File: src/rtl/refsel_pkg.sv
package refsel_pkg;
    localparam int unsigned NUM_REFS = 2;
    localparam int unsigned PRI_IDX  = 0;
    localparam int unsigned SEC_IDX  = 1;

    typedef struct packed {
        logic use_pri;
        logic sw_evt;
    } sel_state_t;
endpackage

File: src/rtl/refsel_window_timer.sv
module refsel_window_timer #(
    parameter int unsigned WIN_CYCLES = 256
) (
    input  logic clk,
    input  logic rst_n,
    output logic window_end
);
    localparam int unsigned CW = (WIN_CYCLES > 1) ? $clog2(WIN_CYCLES) : 1;
    localparam logic [CW-1:0] LAST = CW'(WIN_CYCLES - 1);

    logic [CW-1:0] cnt_d, cnt_q;

    always_comb begin
        cnt_d = (cnt_q == LAST) ? '0 : cnt_q + 1'b1;
    end

    always_ff @(posedge clk) begin
        if (!rst_n) cnt_q <= '0;
        else        cnt_q <= cnt_d;
    end

    assign window_end = (cnt_q == LAST);
endmodule

File: src/rtl/refsel_activity_mon.sv
module refsel_activity_mon #(
    parameter int unsigned SYNC_STAGES    = 2,
    parameter int unsigned LOSS_WINDOWS   = 2,
    parameter int unsigned RETURN_WINDOWS = 4
) (
    input  logic clk,
    input  logic rst_n,
    input  logic ref_in,
    input  logic window_end,
    output logic present,
    output logic qualified
);
    localparam int unsigned MISS_W = $clog2(LOSS_WINDOWS + 1);
    localparam int unsigned GOOD_W = $clog2(RETURN_WINDOWS + 1);
    localparam logic [MISS_W-1:0] MISS_MAX  = MISS_W'(LOSS_WINDOWS);
    localparam logic [MISS_W-1:0] MISS_LAST = MISS_W'(LOSS_WINDOWS - 1);
    localparam logic [GOOD_W-1:0] GOOD_MAX  = GOOD_W'(RETURN_WINDOWS);

    typedef struct packed {
        logic [SYNC_STAGES:0] sync;
        logic                 seen;
        logic [MISS_W-1:0]    miss;
        logic [GOOD_W-1:0]    good;
        logic                 present;
    } mon_state_t;

    mon_state_t st_d, st_q;
    logic       rise;

    always_comb begin
        st_d      = st_q;
        st_d.sync = {st_q.sync[SYNC_STAGES-1:0], ref_in};
        rise      = st_q.sync[SYNC_STAGES-1] & ~st_q.sync[SYNC_STAGES];
        if (window_end) begin
            st_d.seen = 1'b0;
            if (st_q.seen || rise) begin
                st_d.miss    = '0;
                st_d.present = 1'b1;
                if (st_q.good != GOOD_MAX) st_d.good = st_q.good + 1'b1;
            end else begin
                st_d.good = '0;
                if (st_q.miss != MISS_MAX) st_d.miss = st_q.miss + 1'b1;
                if (st_q.miss >= MISS_LAST) st_d.present = 1'b0;
            end
        end else if (rise) begin
            st_d.seen = 1'b1;
        end
    end

    always_ff @(posedge clk) begin
        if (!rst_n) st_q <= '0;
        else        st_q <= st_d;
    end

    assign present   = st_q.present;
    assign qualified = st_q.present && (st_q.good == GOOD_MAX);
endmodule

File: src/rtl/refclk_priority_selector.sv
module refclk_priority_selector
    import refsel_pkg::*;
#(
    parameter int unsigned WIN_CYCLES     = 256,
    parameter int unsigned SYNC_STAGES    = 2,
    parameter int unsigned LOSS_WINDOWS   = 2,
    parameter int unsigned RETURN_WINDOWS = 4
) (
    input  logic clk,
    input  logic rst_n,
    input  logic pri_ref,
    input  logic sec_ref,
    input  logic sel_pin,
    input  logic auto_mode,
    output logic use_primary,
    output logic pri_valid,
    output logic sec_valid,
    output logic no_reference,
    output logic switch_event
);
    logic                window_end;
    logic [NUM_REFS-1:0] ref_vec;
    logic [NUM_REFS-1:0] pres;
    logic [NUM_REFS-1:0] qual;
    sel_state_t          sel_d, sel_q;
    logic                next_pri;

    assign ref_vec[PRI_IDX] = pri_ref;
    assign ref_vec[SEC_IDX] = sec_ref;

    refsel_window_timer #(.WIN_CYCLES(WIN_CYCLES)) u_timer (
        .clk        (clk),
        .rst_n      (rst_n),
        .window_end (window_end)
    );

    for (genvar g = 0; g < NUM_REFS; g++) begin : g_mon
        refsel_activity_mon #(
            .SYNC_STAGES    (SYNC_STAGES),
            .LOSS_WINDOWS   (LOSS_WINDOWS),
            .RETURN_WINDOWS (RETURN_WINDOWS)
        ) u_mon (
            .clk        (clk),
            .rst_n      (rst_n),
            .ref_in     (ref_vec[g]),
            .window_end (window_end),
            .present    (pres[g]),
            .qualified  (qual[g])
        );
    end

    always_comb begin
        next_pri = sel_q.use_pri;
        if (!auto_mode) begin
            next_pri = sel_pin;
        end else if (sel_q.use_pri) begin
            if (!pres[PRI_IDX] && pres[SEC_IDX]) next_pri = 1'b0;
        end else begin
            if (pres[PRI_IDX] && (qual[PRI_IDX] || !pres[SEC_IDX])) next_pri = 1'b1;
        end
        sel_d.use_pri = next_pri;
        sel_d.sw_evt  = (next_pri != sel_q.use_pri);
    end

    always_ff @(posedge clk) begin
        if (!rst_n) begin
            sel_q.use_pri <= 1'b1;
            sel_q.sw_evt  <= 1'b0;
        end else begin
            sel_q <= sel_d;
        end
    end

    assign use_primary  = sel_q.use_pri;
    assign switch_event = sel_q.sw_evt;
    assign pri_valid    = pres[PRI_IDX];
    assign sec_valid    = pres[SEC_IDX];
    assign no_reference = ~|pres;
endmodule

File: config.mk
export PLATFORM = sky130hd
export DESIGN_NAME = refclk_priority_selector
export DESIGN_NICKNAME = d
export VERILOG_FILES = /design/src/rtl/refsel_pkg.sv /design/src/rtl/refsel_window_timer.sv /design/src/rtl/refsel_activity_mon.sv /design/src/rtl/refclk_priority_selector.sv
export SDC_FILE = /design/constraint.sdc
export NUM_CORES = 1
export LEC_CHECK = 0
export ABC_CLOCK_PERIOD_IN_PS = 2100
export BUFFER_PORTS_ARGS = -buffer_cell sky130_fd_sc_hd__buf_2
export CAP_MARGIN = 15
export CORE_MARGIN = 2
export CORE_UTILIZATION = 38
export CTS_BUF_LIST = sky130_fd_sc_hd__clkbuf_16
export DETAILED_ROUTE_END_ITERATION = 12
export HOLD_SLACK_MARGIN = 0.08
export PLACE_DENSITY_LB_ADDON = 0.05
export SYNTH_ARGS = -nofsm -noshare
export SYNTH_HDL_FRONTEND = slang
export SYNTH_SLANG_ARGS = --single-unit
export TNS_END_PERCENT = 100
File: constraint.sdc
create_clock -name clk -period 2.1 [get_ports clk]
set_input_delay 0.315 -clock clk [delete_from_list [all_inputs] [get_ports clk]]
set_output_delay 0.315 -clock clk [all_outputs]
set_load 0.05 [all_outputs]
==> summary.md, run 1 <==
| Metric | Value |
|---|---|
| Maxcap violations | 0 |
| CTS buffer count | 3 |
| Antenna Cells | 0 |
| Post-CTS Setup Bufs | 0 |
| Top-area cell type share of the netlist area | 47.2% |
| Reg area | ~540 um^2 |
| Comb power frac | 5.4% |
| Failing checks | DRC |
| Hold-fix buffers, CTS | 0 |
| I/O Buffers | 10 |
| Clk network pwr share | ~41% |
| Hold crit path type | in2reg |
| Via density | between 5 and 6 |
| Width of the die | just under 60 um |
| Clock buffer depth | 2 |
| Pint | 0.800 mW |
| Critical Path End Type | register |
| Status | complete, but fails checks |
| Total wire length | 2.00 mm |
| Worst-Margin Slew | about 430 ps |
| RR Endpoint | g_mon[1].u_mon.st_q[4] |
| FILL cells | roughly 280 |
| Drt first pass iters | 8 |
| GRT Overall Usage | a little over an eighth |
| WHS | between 200 and 300 ps |
| Cell variety after synth | 28 |
| Layout Skew | about 5 ps |
| Layout cells sized above 1 | between 10 and 15% |
| Final setup viols | 0 |
| Layout area overhead | 12.7% |
| Vias in the first global route | 782 |
| Sequential fraction of the synthesis area | a little under half |
| Synth Register Bits | 27 |
| CTS HTree Levels | 1 |
| Worst VDD drop | approximately 0.00032 V |
| Hold Path Depth | 2 |
| Clock Latency Late Sink | between 200 and 300 ps |
| RSZ-0062 raised after global routing | false |
| I/O pins | 11 |
| Post-Syn Area | around 1100 um^2 |
| Fin Setup TNS | 0 ps |
| CP Class | reg2reg |
| Post-CTS Resized | 0 |
| CTS tree | built |
| Sw frac | 20.3% |
| Max stage delay on crit path | roughly 420 ps |
| Worst hold start | pri_ref |
| Post-Syn Instances | 127 |
| CTS clk-pin slew, worst paths | roughly 60 ps |
| Grt total ovfl | 0 |
| Startpoint Class | register |
| FF-to-FF path depth | 5 |
| Reg-to-reg startpoint | u_timer.cnt_q[0] |
| Clock Sinks | 27 |
| Largest net degree at the start of global routing | 29 |
| Net load switching power | between 0.2 and 0.25 mW |
| Final Hold Viols | 0 |
| CP required | about 2300 ps |
| Global placer's final weighted congestion | about 0.69 |
| Max Fclk | about 0.58 GHz |
| Initial antenna violation count | 0 |
| Multi-input logic area | 548 um^2 |
| Initial Util | around two fifths |
| DP Area | approximately 1200 um^2 |
| ANT nets after route | 0 |
| Post-layout net count | 151 |
| Avg Cell Area, Syn | between 9 and 10 um^2 |
| Max-slew headroom | a little under three quarters |
| Core area | around 2800 um^2 |
| Worst EP arrival | between 1500 and 2000 ps |
| Fin. max-slew vios | 0 |
| Fin crit share | 82.4% |
| DR DRC count | 2 |
| Sequential share of power | around 53% |
| CP cell instances | ha_1 > nand3_1 > or2_1 > or3_1 > o22ai_1 |
| Syn Nets | 140 |
| Leading area contributor after synthesis | dfxtp_1 |
| Final core occ | 46.0% |
| Area contributors post-synth | dfxtp_1 47%, ha_1 7.7%, nand2_1 5.9% |
| Global-route wire length before repair | approximately 3.4 mm |
| Reg-to-reg slack, setup | between 300 and 400 ps |
| Finished Cell Area | ~1300 um^2 |
| Pwr dens | just under 800 nW/um^2 |
| Root Driver | clkbuf_16 |
| Yosys Warn Count | 0 |
| Min cycle time layout | ~1700 ps |
| DR vias | between 800 and 900 |
| Initial DRC Count | 37 |
| Slowest CP cell | or3_1 |
| Leak | between 0.5 and 0.6 nW |
| Die area | ~3500 um^2 |
| Critical path peak fanout | 11 |
| Die height | just under 60 um |
| DP HPWL | ~1.5 mm |
| Total power | 1.00 mW |
| FP Rows | 19 |
| Routed len/inst | about 12 um |
| Sink of the worst hold path | g_mon[0].u_mon.st_d[8] |
[cells in the mapped netlist]
cell,number
xor2_1,3
nand3b_1,1
xnor2_1,3
buf_6,1
ha_1,7
a21oi_1,5
o31ai_1,2
clkbuf_1,3
nand3_1,5
dfxtp_1,27
and3_2,2
nor2_1,11
a21o_1,2
nand2_1,18
or3_4,1
nand4_2,1
and2_1,8
nand4b_1,1
a31oi_1,1
o211ai_1,3
o22ai_1,6
mux2i_1,1
o21ai_0,1
inv_1,9
nand2b_1,2
or2_1,1
a211oi_1,1
or3_1,1
[cells by family (layout without fill, tap and decap cells)]
logic type | count (synthesis) | count (layout) | synth area share, %
AND/OR/NAND/NOR | 52 | 52 | 23.1
AO/OA/AOI/OAI | 21 | 21 | 11.7
flip-flops | 27 | 27 | 47.2
XOR/XNOR | 6 | 6 | 4.59
adder cells (fa/ha/maj) | 7 | 7 | 7.65
multiplexers | 1 | 1 | 0.874
buffers and inverters | 13 | 23 | 4.92
[through the flow]
step	setup slack (ps)	cells
floorplan	532	127
global placement	456	164
detailed placement	402	164
CTS	364	168
global route	239	168
finish	370	168
[power by group through the flow]
| stage | combinational (mW) | clock [mW] | sequential, mW |
|---|---|---|---|
| global route | 0.0609 | 0.459 | 0.536 |
| CTS | 0.0558 | 0.430 | 0.535 |
| floorplan | 0.0315 | 0 | 0.553 |
| finish | 0.0543 | 0.415 | 0.535 |
| global placement | 0.0550 | 0 | 0.546 |
| detailed placement | 0.0557 | 0 | 0.547 |
[worst max-delay path: cells and delay by family (launching register included)]
family | cells | cell delay [ps]
AOI/OAI and AO/OA | 1 | 170
DFF | 1 | 350
adders and majority gates | 1 | 240
and+or+nand+nor | 3 | 890
[per-layer routing]
layer / global-route usage (%) / share of wire, % / up-vias
met2: 21.9 / 48 / 10
met1: 16.3 / 49 / 392
met3: 2.64 / 2.5 / 2
met4: 7.79 / 1.0 / 0
li1: - / - / 441
met5: 0 / 0 / -
[registers in the layout, indices dropped and copies added (netlist names)]
register             count
g_mon.u_mon.present      2
g_mon.u_mon.st_d         4
g_mon.u_mon.st_q        11
switch_event             1
u_timer.cnt_q            8
use_primary              1
[final cells by class]
| cell class | count | share of cell area [%] |
|---|---|---|
| clock buffer | 3 | 5.82 |
| clock inverter | 1 | 0.291 |
| inverter | 9 | 2.62 |
| multi-input combinational | 87 | 42.5 |
| sequential | 27 | 41.9 |
| tap | 31 | 3.01 |
| timing repair buffer | 10 | 3.88 |
[worst max-delay path by stage]
stage                startpoint                endpoint  slack, ps  depth (start not counted)
3_5_place_dp   u_timer.cnt_q[0]  g_mon[1].u_mon.st_q[4]        400                          5
3_3_place_gp   u_timer.cnt_q[0]  g_mon[0].u_mon.st_q[4]        460                          5
2_1_floorplan  u_timer.cnt_q[0]  g_mon[0].u_mon.st_q[5]        530                          6
4_1_cts        u_timer.cnt_q[0]  g_mon[1].u_mon.st_q[4]        360                          5
5_1_grt        u_timer.cnt_q[0]  g_mon[1].u_mon.st_q[5]        240                          5
6_report       u_timer.cnt_q[0]  g_mon[1].u_mon.st_q[4]        370                          5
[cell usage in the layout (no fill, tap or decap), types with 3 or more instances in the layout]
cell | synthesis | final
o211ai_1 | 3 | 3
a21oi_1 | 5 | 5
nand3_1 | 5 | 5
xor2_1 | 3 | 3
nand2_1 | 18 | 18
clkbuf_16 | 0 | 3
o22ai_1 | 6 | 6
ha_1 | 7 | 7
buf_2 | 0 | 10
dfxtp_1 | 27 | 27
nor2_1 | 11 | 11
inv_1 | 9 | 10
and2_1 | 8 | 8
xnor2_1 | 3 | 3
Note: power is estimated with default switching activity, not from simulation.
==> inputs of run 2 (changes only) <==
--- a/config.mk
+++ b/config.mk
@@ -5,7 +5,7 @@
 export SDC_FILE = /design/constraint.sdc
 export NUM_CORES = 1
 export LEC_CHECK = 0
-export ABC_CLOCK_PERIOD_IN_PS = 2100
+export ABC_CLOCK_PERIOD_IN_PS = 1500
 export BUFFER_PORTS_ARGS = -buffer_cell sky130_fd_sc_hd__buf_2
 export CAP_MARGIN = 15
 export CORE_MARGIN = 2
==> constraint.sdc (replaced) <==
create_clock -name clk -period 1.5 [get_ports clk]
set_input_delay 0.225 -clock clk [delete_from_list [all_inputs] [get_ports clk]]
set_output_delay 0.225 -clock clk [all_outputs]
set_load 0.05 [all_outputs]
==> run 2 against run 1 <==
  * The flow now finishes without violations
  * Sequential share of layout area is 3.1 points lower
  * Count of clock-buffer cells in the layout stayed put
  * Critical path depth stayed put
  * Global-route usage is 0.60 points higher
  * Largest power group unchanged
  * Die area stayed put
  * Combinational power is 66% higher
  * Register-to-register slack worse by 310 ps
  * Clock skew is 1.6 ps lower
  * Hold slack worse by 90 ps
  * Critical path type unchanged
  * Sequential power is 40% higher
==> summary.md, run 2 (same netlist as run 1, synthesis figures left out) <==
| Metric | Value |
|---|---|
| Final core occ | 49.9% (+3.9 points) |
| Drt first pass iters | 4 (-4) |
| Worst EP arrival | 1630 ps (-280 ps) |
| Post-layout net count | 158 (+4.6%) |
| Final setup viols | 0 (unchanged) |
| Commonest non-fill, non-tap cell in the layout | dfxtp_1 |
| Layout Skew | 3.44 ps (-1.58 ps) |
| ANT nets after route | 0 (unchanged) |
| Biggest register | g_mon.u_mon.st_q |
| Initial DRC Count | 13 (-65%) |
| WL met2 | 1.02 mm (+7.0%) |
| DR top layer | met4 |
| Final Hold Viols | 0 (unchanged) |
| Fin crit share | 95.9% (+14 points) |
| FILL cells | 283 (+2.2%) |
| Multi-input logic area | 602 um^2 (+9.8%) |
| Initial Util | 40.8% (unchanged) |
| Total wire length | 2.12 mm (+6.0%) |
| Global-route wire length before repair | 3.67 mm (+6.8%) |
| I/O Buffers | 10 (unchanged) |
| Hold-fix buffers, CTS | 0 (unchanged) |
| GRT Overall Usage | 14.0% (+0.60 points) |
| Hold Path Depth | 2 (unchanged) |
| CP required | 1690 ps (-590 ps) |
| WL met1 | 1.02 mm (+5.1%) |
| Root Driver | clkbuf_16 |
| CP cell instances | ha_4 > nand3_2 > or2_4 > or3_4 > o22ai_1 |
| Reg area | 543 um^2 (+0.46%) |
| Slowest CP cell | or3_4 |
| FF-to-FF path depth | 5 (unchanged) |
| CTS tree | built |
| Max stage delay on crit path | 380 ps (-40 ps) |
| Maxcap violations | 0 (unchanged) |
| Clock buffer depth | 2 (unchanged) |
| Routed length on met3 | 60 um (+20%) |
| Antenna Cells | 0 (unchanged) |
| Min cycle time layout | 1440 ps (-292 ps) |
| CTS clk-pin slew, worst paths | 60 ps (about the same) |
| Clock Latency Late Sink | 260 ps (about the same) |
| Dpl ws | 39.6 ps (-362 ps) |
| Core area | 2810 um^2 (unchanged) |
| Routed len/inst | 12.1 um (+1.8%) |
| Hold crit path type | in2reg |
| Critical Path End Type | register |
| Vias in the first global route | 854 (+9.2%) |
| Grt total ovfl | 0 (unchanged) |
| Max Fclk | 0.695 GHz (+20%) |
| Layout area overhead | 22.2% |
| Worst-Margin Slew | 379 ps (-52.1 ps) |
| Post-CTS Resized | 0 (unchanged) |
| Via density | 4.97 (-1.2%) |
| Fin Setup TNS | 0 ps (unchanged) |
| CTS buffer count | 3 (unchanged) |
| DP HPWL | 1.57 mm (+6.8%) |
| Post-CTS Setup Bufs | 0 (unchanged) |
| DR vias | 870 (+3.0%) |
| Largest net degree at the start of global routing | 18 (-38%) |
| Clock Sinks | 27 (unchanged) |
| Global placer's final weighted congestion | 0.714 (+3.1%) |
| I/O pins | 11 (unchanged) |
| Layout cells sized above 1 | 24.3% (+12 points) |
| Startpoint Class | register |
| Status | finished, final reports clean |
| CP Class | reg2reg |
| Fin. max-slew vios | 0 (unchanged) |
| Die area | 3470 um^2 (unchanged) |
| Width of the die | 58.9 um (unchanged) |
| Worst VDD drop | 0.000531 V (+64%) |
| Final setup margin | 61.3 ps (-308 ps) |
| Critical path peak fanout | 6 (-5) |
| Die height | 58.9 um (unchanged) |
| Initial antenna violation count | 0 (unchanged) |
| FP Rows | 19 (unchanged) |
| RSZ-0062 raised after global routing | false |
| CTS HTree Levels | 1 (unchanged) |
| Max reg flops | 11 (unchanged) |
| Most frequent cells in the layout | 25 x dfxtp_1, 18 x nand2_1, 11 x nor2_1, 10 x inv_1, 10 x buf_2 |
| Leak | 0.575 nW (+7.7%) |
| Pwr dens | 1020 nW/um^2 (+31%) |
| DR DRC count | 0 (-2) |
| Max-slew headroom | 74.7% (+3.5 points) |
[run 2: changes by cell type in the layout (fill, tap and decap cells not counted), sizes merged]
cell	delta
buf	+7
[run 2: layer usage]
metal / vias to the layer above / track usage [%]
met2: 5 / 22.7
met1: 406 / 17.8
met4: 0 / 2.92
li1: 457 / -
met5: - / 0
met3: 2 / 5.27
[run 2: path summary, 6_finish.rpt]
path	from	to	slack, ps
worst max register to register	u_timer.cnt_q[0]	g_mon[1].u_mon.st_q[5]	60
worst min-delay path	sec_ref	g_mon[1].u_mon.st_d[8]	170
worst min register to register	u_timer.cnt_q[0]	u_timer.cnt_q[0]	440
worst max-delay path	u_timer.cnt_q[0]	g_mon[1].u_mon.st_q[5]	60
[run 2: power by group]
group | switching [mW] | leakage, nW | internal, mW
logic | 0.0557 | 0.312 | 0.0344
clock network | 0.231 | 0.0423 | 0.356
registers | 0.0124 | 0.220 | 0.738
total | 0.300 | 0.575 | 1.13
[run 2: final cells by class]
class	instances	area share, %
multi-input combinational	87	43.0
sequential	27	38.8
timing repair buffer	17	7.33
clock buffer	3	5.37
tap	31	2.77
inverter	9	2.42
clock inverter	1	0.268
[run 2: metrics by stage]
| step | instance area [um^2] | hold slack, ps | power (mW) | cells |
|---|---|---|---|---|
| 2_1_floorplan | 1160 | 352 | 0.825 | 127 |
| 3_3_place_gp | 1280 | 424 | 0.853 | 171 |
| 3_5_place_dp | 1280 | 421 | 0.856 | 171 |
| 4_1_cts | 1360 | 171 | 1.45 | 175 |
| 5_1_grt | 1400 | 174 | 1.49 | 175 |
| 6_report | 1400 | 173 | 1.43 | 175 |
[run 2: critical path, delay by kind of cell, from the launching register on]
kind	cells	cell delay [ps]
and+or+nand+nor	3	730
AOI/OAI and AO/OA	1	150
DFF	1	360
adders and majority gates	1	130
==> inputs of run 3 (changes only) <==
--- a/config.mk
+++ b/config.mk
@@ -14,6 +14,7 @@
 export DETAILED_ROUTE_END_ITERATION = 12
 export HOLD_SLACK_MARGIN = 0.08
 export PLACE_DENSITY_LB_ADDON = 0.05
+export SETUP_SLACK_MARGIN = 0.4
 export SYNTH_ARGS = -nofsm -noshare
 export SYNTH_HDL_FRONTEND = slang
 export SYNTH_SLANG_ARGS = --single-unit
==> run 3 against run 2 <==
  * The run now ends with DRC left
  * Hold slack about the same
  * Non-clock buffer count increased by 12
  * Count of clock-buffer cells in the layout unchanged
  * Sequential share of layout area decreased by 4.3 points
  * Worst setup slack improved by 16 ps
  * Flip-flop and latch count unchanged
==> summary.md, run 3 (same netlist as run 1, synthesis figures left out) <==
| Metric | Value |
|---|---|
| Routed length on met3 | 51 um (-15%) |
| DP Area | 1300 um^2 (+1.3%) |
| Max Fclk | 0.703 GHz (+1.1%) |
| Hold-fix buffers, CTS | 0 (unchanged) |
| I/O Buffers | 10 (unchanged) |
| Hold Path Depth | 2 (unchanged) |
| Critical path peak fanout | 6 (unchanged) |
| Min cycle time layout | 1420 ps (-15.5 ps) |
| RR Endpoint | g_mon[0].u_mon.st_q[5] |
| DR vias | 939 (+7.9%) |
| Max-slew headroom | 76.4% (+1.7 points) |
| Biggest register | g_mon.u_mon.st_q |
| Antenna Cells | 0 (unchanged) |
| Worst VDD drop | 0.000495 V (-6.8%) |
| FILL cells | 251 (-11%) |
| Fin crit share | 94.9% (-1.0 points) |
| Startpoint Class | register |
| ANT nets after route | 0 (unchanged) |
| Width of the die | 58.9 um (unchanged) |
| WL met2 | 1.20 mm (+17%) |
| Worst hold start | sec_ref |
| Clock buffer depth | 2 (unchanged) |
| Non-Filler Instances | 187 (+6.9%) |
| Initial DRC Count | 18 (+5) |
| Hold crit path type | in2reg |
| Finished Cell Area | 1620 um^2 (+15%) |
| Layout area overhead | 41.1% |
| Root Driver | clkbuf_16 |
| CTS HTree Levels | 1 (unchanged) |
| Critical Path End Type | register |
| Reg-to-reg startpoint | u_timer.cnt_q[0] |
| Via density | 5.02 (+1.0%) |
| DP HPWL | 1.62 mm (+3.2%) |
| Sink of the worst hold path | g_mon[1].u_mon.st_d[8] |
| CTS buffer count | 3 (unchanged) |
| WL met1 | 1.12 mm (+9.3%) |
| Most frequent cells in the layout | 20 x buf_4, 16 x nand2_1, 16 x dfxtp_1, 10 x dfxtp_2 |
| Clock Latency Late Sink | 260 ps (about the same) |
| # placed instances | 171 (unchanged) |
| I/O pins | 11 (unchanged) |
| Layout cells sized above 1 | 44.9% (+21 points) |
| Reg-to-reg slack, setup | 80 ps (+20 ps) |
| Worst-Margin Slew | 354 ps (-25.2 ps) |
| Failing checks | DRC |
| Maxcap violations | 0 (unchanged) |
| WHS | 173 ps (-0.128 ps) |
| Clock Sinks | 27 (unchanged) |
| RSZ-0062 raised after global routing | true |
| Total wire length | 2.39 mm (+12%) |
| Die height | 58.9 um (unchanged) |
| Final Hold Viols | 0 (unchanged) |
| Die area | 3470 um^2 (unchanged) |
| Worst EP arrival | 1610 ps (-20 ps) |
| Post-layout net count | 170 (+7.6%) |
| Initial antenna violation count | 0 (unchanged) |
| DR top layer | met4 |
| Largest net degree at the start of global routing | 19 (+1) |
| GRT Overall Usage | 15.3% (+1.2 points) |
| CP Class | reg2reg |
| Final core occ | 57.6% (+7.7 points) |
| Leak | 0.659 nW (+15%) |
| Total power | 1.44 mW (+0.86%) |
| Fin. max-slew vios | 0 (unchanged) |
| Initial Util | 40.8% (unchanged) |
| Pwr dens | 892 nW/um^2 (-13%) |
| Routed len/inst | 12.8 um (+5.2%) |
| FP Rows | 19 (unchanged) |
| Grt total ovfl | 0 (unchanged) |
| Vias in the first global route | 979 (+15%) |
| Max reg flops | 11 (unchanged) |
| Global placer's final weighted congestion | 0.758 (+6.2%) |
| DR DRC count | 1 (+1) |
| CTS clk-pin slew, worst paths | 70 ps (about the same) |
| Core area | 2810 um^2 (unchanged) |
| Global-route wire length before repair | 4.11 mm (+12%) |
| FF-to-FF path depth | 5 (unchanged) |
| CTS tree | built |
| Status | complete, but fails checks |
| Commonest non-fill, non-tap cell in the layout | buf_4 |
| Layout Skew | 4.37 ps (+0.931 ps) |
| Final setup viols | 0 (unchanged) |
| CP required | 1690 ps (about the same) |
| Drt first pass iters | 8 (+4) |
==> run 3: cell types whose count changed in the layout (fill, tap and decap cells not counted), moves of 4 or more <==
| cell | before | now |
|---|---|---|
| dfxtp_2 | 2 | 10 |
| nor2_1 | 11 | 7 |
| buf_2 | 10 | 6 |
| dfxtp_1 | 25 | 16 |
| buf_4 | 7 | 20 |
==> run 3: worst max path at each step <==
| stage | endpoint | slack, ps | from |
|---|---|---|---|
| floorplan | g_mon[0].u_mon.st_q[4] | 20 | u_timer.cnt_q[1] |
| global placement | g_mon[0].u_mon.st_q[5] | 50 | u_timer.cnt_q[1] |
| detailed placement | g_mon[0].u_mon.st_q[1] | -20 | u_timer.cnt_q[1] |
| CTS | g_mon[0].u_mon.st_q[5] | 100 | u_timer.cnt_q[0] |
| global route | g_mon[0].u_mon.st_q[4] | 30 | u_timer.cnt_q[0] |
| finish | g_mon[0].u_mon.st_q[5] | 80 | u_timer.cnt_q[0] |
==> run 3: routing by layer <==
metal,global-route usage [%],vias to the layer above
met2,26.8,8
met5,0,-
met3,2.86,2
met1,19.2,447
li1,-,482
met4,3.57,0
==> run 3: repair_timing <==
item,4_1_cts,5_1_grt
endpoints found under the setup margin,24,20
pin swaps,5,6
buffers inserted,9,3
gates resized for setup,24,14
==> run 3: power breakdown <==
part           switching (mW)  total (mW)  internal [mW]  leakage [nW]
sequential             0.0130       0.749          0.736         0.224
combinational          0.0601       0.102         0.0418         0.392
clock                   0.233       0.589          0.356        0.0423
total                   0.306        1.44           1.13         0.659
==> run 3: final cells by class <==
class / instances / area, um^2 / share of cell area (%)
multi-input cells: 87 / 689 / 42.7
well taps: 31 / 38.8 / 2.40
clock inverters: 1 / 3.75 / 0.232
clock buffers: 3 / 75.1 / 4.65
repair buffers: 29 / 218 / 13.5
flip-flops and latches: 27 / 557 / 34.5
inverters: 9 / 33.8 / 2.09
==> run 3: stage by stage <==
stage	TNS (ps)	worst slack (ps)
floorplan	0	17.7
global placement	0	51.0
global route	0	30.6
detailed placement	-23.3	-18.1
finish	0	76.8
CTS	0	103
==> run 3: worst max-delay path, stage by stage (launching register included) <==
cell,delay (ps)
dfxtp_2,350
ha_4,140
nand3_2,80
or2_4,270
or3_4,380
o22ai_1,140
